[src/rtl/irq_seq_pkg.sv]
package irq_seq_pkg;
  typedef enum logic [1:0] {
    PH_IDLE    = 2'd0,
    PH_CLEAR_A = 2'd1,
    PH_CLEAR_B = 2'd2,
    PH_VECTOR  = 2'd3
  } phase_e;

  typedef enum logic {
    SRC_INT = 1'b0,
    SRC_EXT = 1'b1
  } src_e;
endpackage

[src/rtl/irq_pin_sync.sv]
module irq_pin_sync #(
  parameter int SYNC_STAGES = 2
) (
  input  logic clk,
  input  logic rst,
  input  logic pin,
  output logic rise
);
  localparam int CHAIN_LEN = SYNC_STAGES + 1;

  // stages 0..SYNC_STAGES-1 synchronize, the last stage holds history
  logic [CHAIN_LEN-1:0] chain_q;

  always_ff @(posedge clk) begin
    if (rst) chain_q <= '1;  // all ones: a pin high through reset is no edge
    else     chain_q <= {chain_q[CHAIN_LEN-2:0], pin};
  end

  assign rise = chain_q[SYNC_STAGES-1] & ~chain_q[SYNC_STAGES];

  // a detected edge reflects the pin level seen SYNC_STAGES edges ago
  assert_rise_follows_pin_R3: assert property (@(posedge clk) disable iff (rst)
    (rise && SYNC_STAGES == 2) |-> $past(pin, 2));
  // one event per rising edge, never two in a row
  assert_rise_single_R10: assert property (@(posedge clk) disable iff (rst)
    rise |=> !rise);
endmodule

[src/rtl/irq_pending.sv]
module irq_pending (
  input  logic clk,
  input  logic rst,
  input  logic ext_rise,
  input  logic int_req,
  input  logic take_int,
  input  logic take_ext,
  output logic int_elig,
  output logic ext_elig
);
  logic int_pend_q, ext_pend_q;

  assign int_elig = int_pend_q | int_req;
  assign ext_elig = ext_pend_q | ext_rise;

  always_ff @(posedge clk) begin
    if (rst) begin
      int_pend_q <= 1'b0;
      ext_pend_q <= 1'b0;
    end else begin
      int_pend_q <= int_elig & ~take_int;
      ext_pend_q <= ext_elig & ~take_ext;
    end
  end

  // the losing external request survives the internal win
  assert_ext_kept_R7: assert property (@(posedge clk) disable iff (rst)
    (take_int && ext_elig) |=> ext_elig);
  // a single source is captured per edge
  assert_one_take_R6: assert property (@(posedge clk) disable iff (rst)
    $onehot0({take_int, take_ext}));
endmodule

[src/rtl/irq_entry_fsm.sv]
module irq_entry_fsm
  import irq_seq_pkg::*;
(
  input  logic clk,
  input  logic rst,
  input  logic en,
  input  logic int_elig,
  input  logic ext_elig,
  output logic take_int,
  output logic take_ext,
  output logic seq_busy,
  output logic flush,
  output logic vec_fetch,
  output src_e vec_src
);
  phase_e phase_q, phase_d;
  logic   start;
  logic   flush_q, vec_q;
  src_e   src_q;

  assign start    = (phase_q == PH_IDLE) & en & (int_elig | ext_elig);
  assign take_int = start & int_elig;
  assign take_ext = start & ~int_elig & ext_elig;
  assign seq_busy = (phase_q != PH_IDLE);

  always_comb begin
    phase_d = phase_q;
    unique case (phase_q)
      PH_IDLE:    if (start) phase_d = PH_CLEAR_A;
      PH_CLEAR_A: phase_d = PH_CLEAR_B;
      PH_CLEAR_B: phase_d = PH_VECTOR;
      PH_VECTOR:  phase_d = PH_IDLE;
      default:    phase_d = PH_IDLE;
    endcase
  end

  always_ff @(posedge clk) begin
    if (rst) begin
      phase_q <= PH_IDLE;
      flush_q <= 1'b0;
      vec_q   <= 1'b0;
      src_q   <= SRC_INT;
    end else begin
      phase_q <= phase_d;
      flush_q <= (phase_d == PH_CLEAR_A) || (phase_d == PH_CLEAR_B);
      vec_q   <= (phase_d == PH_VECTOR);
      if (start) src_q <= int_elig ? SRC_INT : SRC_EXT;
    end
  end

  assign flush     = flush_q;
  assign vec_fetch = vec_q;
  assign vec_src   = src_q;

  // clearing begins right after capture
  assert_flush_after_start_R5: assert property (@(posedge clk) disable iff (rst)
    start |=> flush);
  // fixed distance from capture to vector
  assert_vector_timing_R2: assert property (@(posedge clk) disable iff (rst)
    start |-> ##3 vec_fetch);
  // vector only directly behind a flush cycle
  assert_vector_after_flush_R5: assert property (@(posedge clk) disable iff (rst)
    vec_fetch |-> $past(flush));
  // outputs exclusive
  assert_outputs_exclusive_R5: assert property (@(posedge clk) disable iff (rst)
    $onehot0({flush, vec_fetch}));
  // a running sequence is never stretched
  assert_no_stretch_R9: assert property (@(posedge clk) disable iff (rst)
    vec_fetch |=> !vec_fetch);
endmodule

[src/rtl/irq_entry_seq.sv]
module irq_entry_seq #(
  parameter int SYNC_STAGES = 2
) (
  input  logic clk,
  input  logic rst,
  input  logic irq_en,
  input  logic ext_pin,
  input  logic int_req,
  input  logic two_cycle_busy,
  output logic flush,
  output logic vec_fetch,
  output logic vec_src
);
  import irq_seq_pkg::*;

  logic ext_rise, int_elig, ext_elig, take_int, take_ext, seq_busy;
  src_e src_w;

  irq_pin_sync #(.SYNC_STAGES(SYNC_STAGES)) sync_i (
    .clk (clk),
    .rst (rst),
    .pin (ext_pin),
    .rise(ext_rise)
  );

  irq_pending pend_i (
    .clk     (clk),
    .rst     (rst),
    .ext_rise(ext_rise),
    .int_req (int_req),
    .take_int(take_int),
    .take_ext(take_ext),
    .int_elig(int_elig),
    .ext_elig(ext_elig)
  );

  irq_entry_fsm fsm_i (
    .clk      (clk),
    .rst      (rst),
    .en       (irq_en),
    .int_elig (int_elig),
    .ext_elig (ext_elig),
    .take_int (take_int),
    .take_ext (take_ext),
    .seq_busy (seq_busy),
    .flush    (flush),
    .vec_fetch(vec_fetch),
    .vec_src  (src_w)
  );

  assign vec_src = src_w;

  // a two-cycle instruction does not move the vector
  assert_busy_no_shift_R4: assert property (@(posedge clk) disable iff (rst)
    ((take_int || take_ext) && two_cycle_busy) |-> ##3 vec_fetch);
  // with enable low and nothing running, no clearing starts
  assert_enable_gate_R8: assert property (@(posedge clk) disable iff (rst)
    (!irq_en && !seq_busy) |=> !flush);
endmodule

[config.mk]
export PLATFORM = sky130hd
export DESIGN_NAME = irq_entry_seq
export DESIGN_NICKNAME = d
export VERILOG_FILES = /design/src/rtl/irq_seq_pkg.sv /design/src/rtl/irq_pin_sync.sv /design/src/rtl/irq_pending.sv /design/src/rtl/irq_entry_fsm.sv /design/src/rtl/irq_entry_seq.sv
export SDC_FILE = /design/constraint.sdc
export NUM_CORES = 1
export LEC_CHECK = 0
export BUFFER_PORTS_ARGS = -buffer_cell sky130_fd_sc_hd__buf_4
export CORE_MARGIN = 2
export CORE_UTILIZATION = 29
export CTS_BUF_LIST = sky130_fd_sc_hd__clkbuf_4 sky130_fd_sc_hd__clkbuf_8
export DETAILED_ROUTE_END_ITERATION = 6
export PLACE_DENSITY = 0.49
export SYNTH_ARGS = -nofsm -noshare
export SYNTH_HDL_FRONTEND = slang
export SYNTH_HIERARCHICAL = 1
export SYNTH_SLANG_ARGS = --single-unit
[constraint.sdc]
create_clock -name clk -period 1.6 [get_ports clk]
set_clock_uncertainty 0.1 [all_clocks]
set_input_delay 0.32 -clock clk [delete_from_list [all_inputs] [get_ports clk]]
set_output_delay 0.32 -clock clk [all_outputs]
set_load 0.01 [all_outputs]
Word-level counts from Yosys, hierarchy flattened
Index checks and enable logic that the tools add are counted.

Register bits after elaboration: 10. Latch bits: 0. Memory bits (writable): 0. Bits in read-only memories: 0. Bits of input ports: 6. Output and inout port bits: 3. Logic and storage cells: 33. Memories kept: 0.

Add/subtract/negate cells: 0. $mul: 0. Div/mod/pow operators: 0. Magnitude comparators: 0. Equality and inequality tests: 6. Shifts and indexed selects: 0. Mux-type cells: 3. Bitwise logic cells: 15. Reductions and logical operators: 2.

Operators with widths (number): 1-bit AND (8); 2-bit == test (second input constant) (4); 2-bit case mux with 4 select lines (1); 2-bit by 1-bit == test with 1-bit output (second input constant) (2); 1-bit inverter (4); 1-bit bitwise OR (3); 2-bit zero test (1); 2-bit 2-to-1 mux (1); 1-bit logical OR (1); 1-bit 2-to-1 mux (1).

Longest topological paths before layout
Depth after elaboration: 9. Gate-level depth with buffers: 5. Mapped depth without buffers: 5.

Cells and area by module
Netlist, hierarchy kept.

Modules (own cells, without submodules): irq_entry_fsm (instances 1, cells an instance 26, area each 256.5 um^2, seq. area each 100.1 um^2); irq_pin_sync (instances 1, cells an instance 7, area each 85.1 um^2, seq. area each 60.1 um^2); irq_pending (instances 1, cells an instance 6, area each 67.6 um^2, seq. area each 40.0 um^2).

Worst setup path before layout
No wires, ideal clock.

Path kind: register to register. Start: register fsm_i.phase_q[0]. End: register fsm_i.flush_q (netlist: fsm_i/flush). Library setup time: 62 ps. Arrival: 1281 ps. Required time: 1438 ps. Slack: 157 ps. Cell stages (with the launch flop): 5. Buffers on the path: 0. Period minus slack after synthesis: 1443 ps. Cells stage by stage: dfxtp_1 -> inv_1 -> ha_1 -> or4b_1 -> nand3_1.

Longest elaborated chain between the ends: 7. Elaborated cells on any way between the ends: 11. Classes of those cells: eq/ne: 5; mux: 2; bitwise: 2; reduce/logical: 2.

RTL lines: start: declaration (RTL line irq_entry_fsm.sv:16) `phase_e phase_q, phase_d;`; start signal: assignment (RTL line irq_entry_fsm.sv:44) `phase_q <= phase_d;`; 2-bit zero test (RTL line irq_entry_fsm.sv:21, irq_entry_fsm.sv:28); 1-bit AND (2 in a row) (RTL line irq_entry_fsm.sv:21) `assign start = (phase_q == PH_IDLE) & en & (int_elig | ext_elig);`; 2-bit 2-to-1 mux (RTL line irq_entry_fsm.sv:29) `PH_IDLE: if (start) phase_d = PH_CLEAR_A;`; 2-bit case mux with 4 select lines (*) (RTL line irq_entry_fsm.sv:28) `unique case (phase_q)`; via fsm_i.phase_d[1] (RTL line irq_entry_fsm.sv:16); 2-bit by 1-bit == test with 1-bit output or 2-bit == test (tied branches) (RTL line irq_entry_fsm.sv:45) `flush_q <= (phase_d == PH_CLEAR_A) || (phase_d == PH_CLEAR_B);`; 1-bit logical OR (*) (RTL line irq_entry_fsm.sv:45); end signal: assignment (RTL line irq_entry_fsm.sv:45); end: declaration (RTL line irq_entry_fsm.sv:18) `logic flush_q, vec_q;`.

The timed path passes the listed nets; every way through them passes the cells marked *. A chain may end at the register's enable or synchronous reset.

Final worst setup path
Ends and elaborated chain as after synthesis.

==> results.md <==
- Stages on worst setup path: 4
- First-pass GRT wire length: 1170 µm
- CTS Hold Buffers Added: 0
- Die area: 0.00171 mm²
- Combinational share of power: 42.2%
- CP cell instances: inv_1, ha_4, or4b_1, nand3_1
- RD Place Congestion: 0.776
- Pint: 562 µW
- Clock root buffer: clkbuf_4
- Initial Util: 31.2%
- Cts bufs inserted: 3
- Type of destination of the critical path: flop
- Max-slew headroom: 76.2%
- WL final: 728 µm
- Layout Cells excl Fill: 64
- Reg power frac: 38.5%
- Hold WS: 0.142 ns
- End of the critical path: fsm_i/flush$_SDFF_PP0_
- Placed insts: 61
- Placed Area: 484 µm²
- Final Cycle Share: 94.1%
- Worst-Skew Late Latency: 0.25 ns
- Floorplan row count: 13
- H-tree levels: 1
- Fin crit period: 1.51 ns
- Sw frac: 32.3%
- FF-to-FF End: fsm_i/flush$_SDFF_PP0_
- WL/cell: 11.4 µm
- Number of remaining DRC errors: 0
- Clock net sink count: 10
- Via count: 314
- Power share of the clock group: 19.3%
- Power Density: 1600 mW/mm²
- Nets@finish: 60
- Setup TNS: 0 ns
- Worst IR Drop VDD: 0.000514 V
- Multi-input logic area: 206 µm²
- Fill cell count: 142
- IO Port Bufs: 7
- Number of global-route vias before repair: 301
- Clock tree from TritonCTS: done
- Synthesized area per cell: 10.7 µm²
- Fin area: 519 µm²
- Critical path launch point type: flop
- Reg-to-Reg Start: fsm_i/phase_q[0]$_SDFF_PP0_
- Post-route ant nets: 0
- Synthesized area: 405 µm²
- Total global routing overflow: 0
- Diodes inserted: 0
- Max_cap viols: 0
- Worst Setup SP: fsm_i/phase_q[0]$_SDFF_PP0_
- Most frequent cells in the layout: dfxtp_1, buf_4, or2_1
- Max incr delay on CP: 0.52 ns
- Critical-path maximum fanout: 5
- Count of pins over their slew limit: 0
- Initial DRC count: 3
- Syn Inst Count: 38
- Layout cells sized above 1: 28.6%
- Clock buffer depth: 2
- Worst Hold Class: input port to flop
- Final Hold Vio Count: 0
- CP max-delay cell: or4b_1
- Buf/Inv on CP: 1
- FF+latch area: 200 µm²
- Most common cell after layout, fill and taps aside: dfxtp_1
- Final setup viols: 0
- FF-to-FF setup slack: 0.09 ns
- Ys Warns: 6
- Die Width: 41.4 µm
- Total Routing Usage GR: 11.4%
- Via density: 4.91
- Leak Pwr: 0.213 nW
- Max Clk Rate: 664 MHz
- CP Class: flop to flop
- RSZ-0062 raised after global routing: false
- Core ar.: 0.00130 mm²
- Area Overhead vs Synth: 28.1%
- P_sw: 269 µW
- Post-DP HPWL: 559 µm
- Clock Pin Slew Worst Setup and Hold Paths: 0.06 ns
- Worst slew pin tran: 0.353 ns
- Initial DRT Pass Iterations: 4
- Initial antenna violation count: 0
- Largest net degree at the start of global routing: 13
- Io pins: 9
- Worst endpoint required time: 1.70 ns
- Die Ht: 41.4 µm
- Top delay family on crit path: simple AND/OR/NAND/NOR gates
- Status: finished, final reports clean
- CP arrival: 1.60 ns
- Syn Nets: 47
- Reg2reg path depth: 4
-- cell type report --
class / instances / area share (%)
repair buffers: 8 / 11.6
clock buffers: 3 / 4.34
multi-input cells: 25 / 39.8
inverters: 3 / 2.17
flip-flops and latches: 10 / 38.6
well taps: 15 / 3.61
-- metal layers --
layer / track usage, % / wire, µm
met1: 12.9 / 319
met2: 16.4 / 359
met3: 4.79 / 34
met4: 9.68 / 15
met5: 0 / 0
-- repair_timing --
action                                  CTS  global route
buffers inserted                          0             0
resized for setup                         0             1
endpoints found under the setup margin    0             1
-- flip-flops by register name (all words and copies together), names as in the netlist --
| name | cells |
|---|---|
| fsm_i/phase_q | 2 |
| pend_i/ext_pend_q | 1 |
| fsm_i/vec_src | 1 |
| fsm_i/vec_fetch | 1 |
| pend_i/int_pend_q | 1 |
| fsm_i/flush | 1 |
| sync_i/chain_q | 3 |
-- per-stage QoR --
step | total power [mW] | setup WS [ns] | util [%]
after floorplan | 0.536 | 0.157 | -
after global placement | 0.618 | 0.109 | 37.2
after detailed placement | 0.639 | 0.0632 | 37.2
after CTS | 0.810 | 0.0504 | 38.9
after global routing | 0.906 | 0.0352 | 39.9
final | 0.831 | 0.0941 | 39.9
-- worst register-to-register path, stage by stage, from the launching register on --
cell and delay, ns:
dfxtp_1 0.31, inv_1 0.18, ha_4 0.25, or4b_1 0.52
nand3_1 0.09
-- worst min path at each step --
| stage | start | to | cells past startpoint |
|---|---|---|---|
| 6_report | ext_pin | sync_i/chain_q[0]$_SDFF_PP1_ | 2 |
| 2_1_floorplan | sync_i/chain_q[0]$_SDFF_PP1_ | sync_i/chain_q[1]$_SDFF_PP1_ | 1 |
| 3_5_place_dp | sync_i/chain_q[0]$_SDFF_PP1_ | sync_i/chain_q[1]$_SDFF_PP1_ | 1 |
| 4_1_cts | ext_pin | sync_i/chain_q[0]$_SDFF_PP1_ | 2 |
| 3_3_place_gp | sync_i/chain_q[0]$_SDFF_PP1_ | sync_i/chain_q[1]$_SDFF_PP1_ | 1 |
| 5_1_grt | ext_pin | sync_i/chain_q[0]$_SDFF_PP1_ | 2 |
-- power groups by stage --
stage / registers, mW / logic, mW / clock network (mW)
global route: 0.326 / 0.389 / 0.190
finish: 0.320 / 0.351 / 0.160
detailed placement: 0.325 / 0.313 / 0
CTS: 0.320 / 0.316 / 0.175
floorplan: 0.332 / 0.204 / 0
global placement: 0.323 / 0.295 / 0
Note: power is estimated with default switching activity, not from simulation.
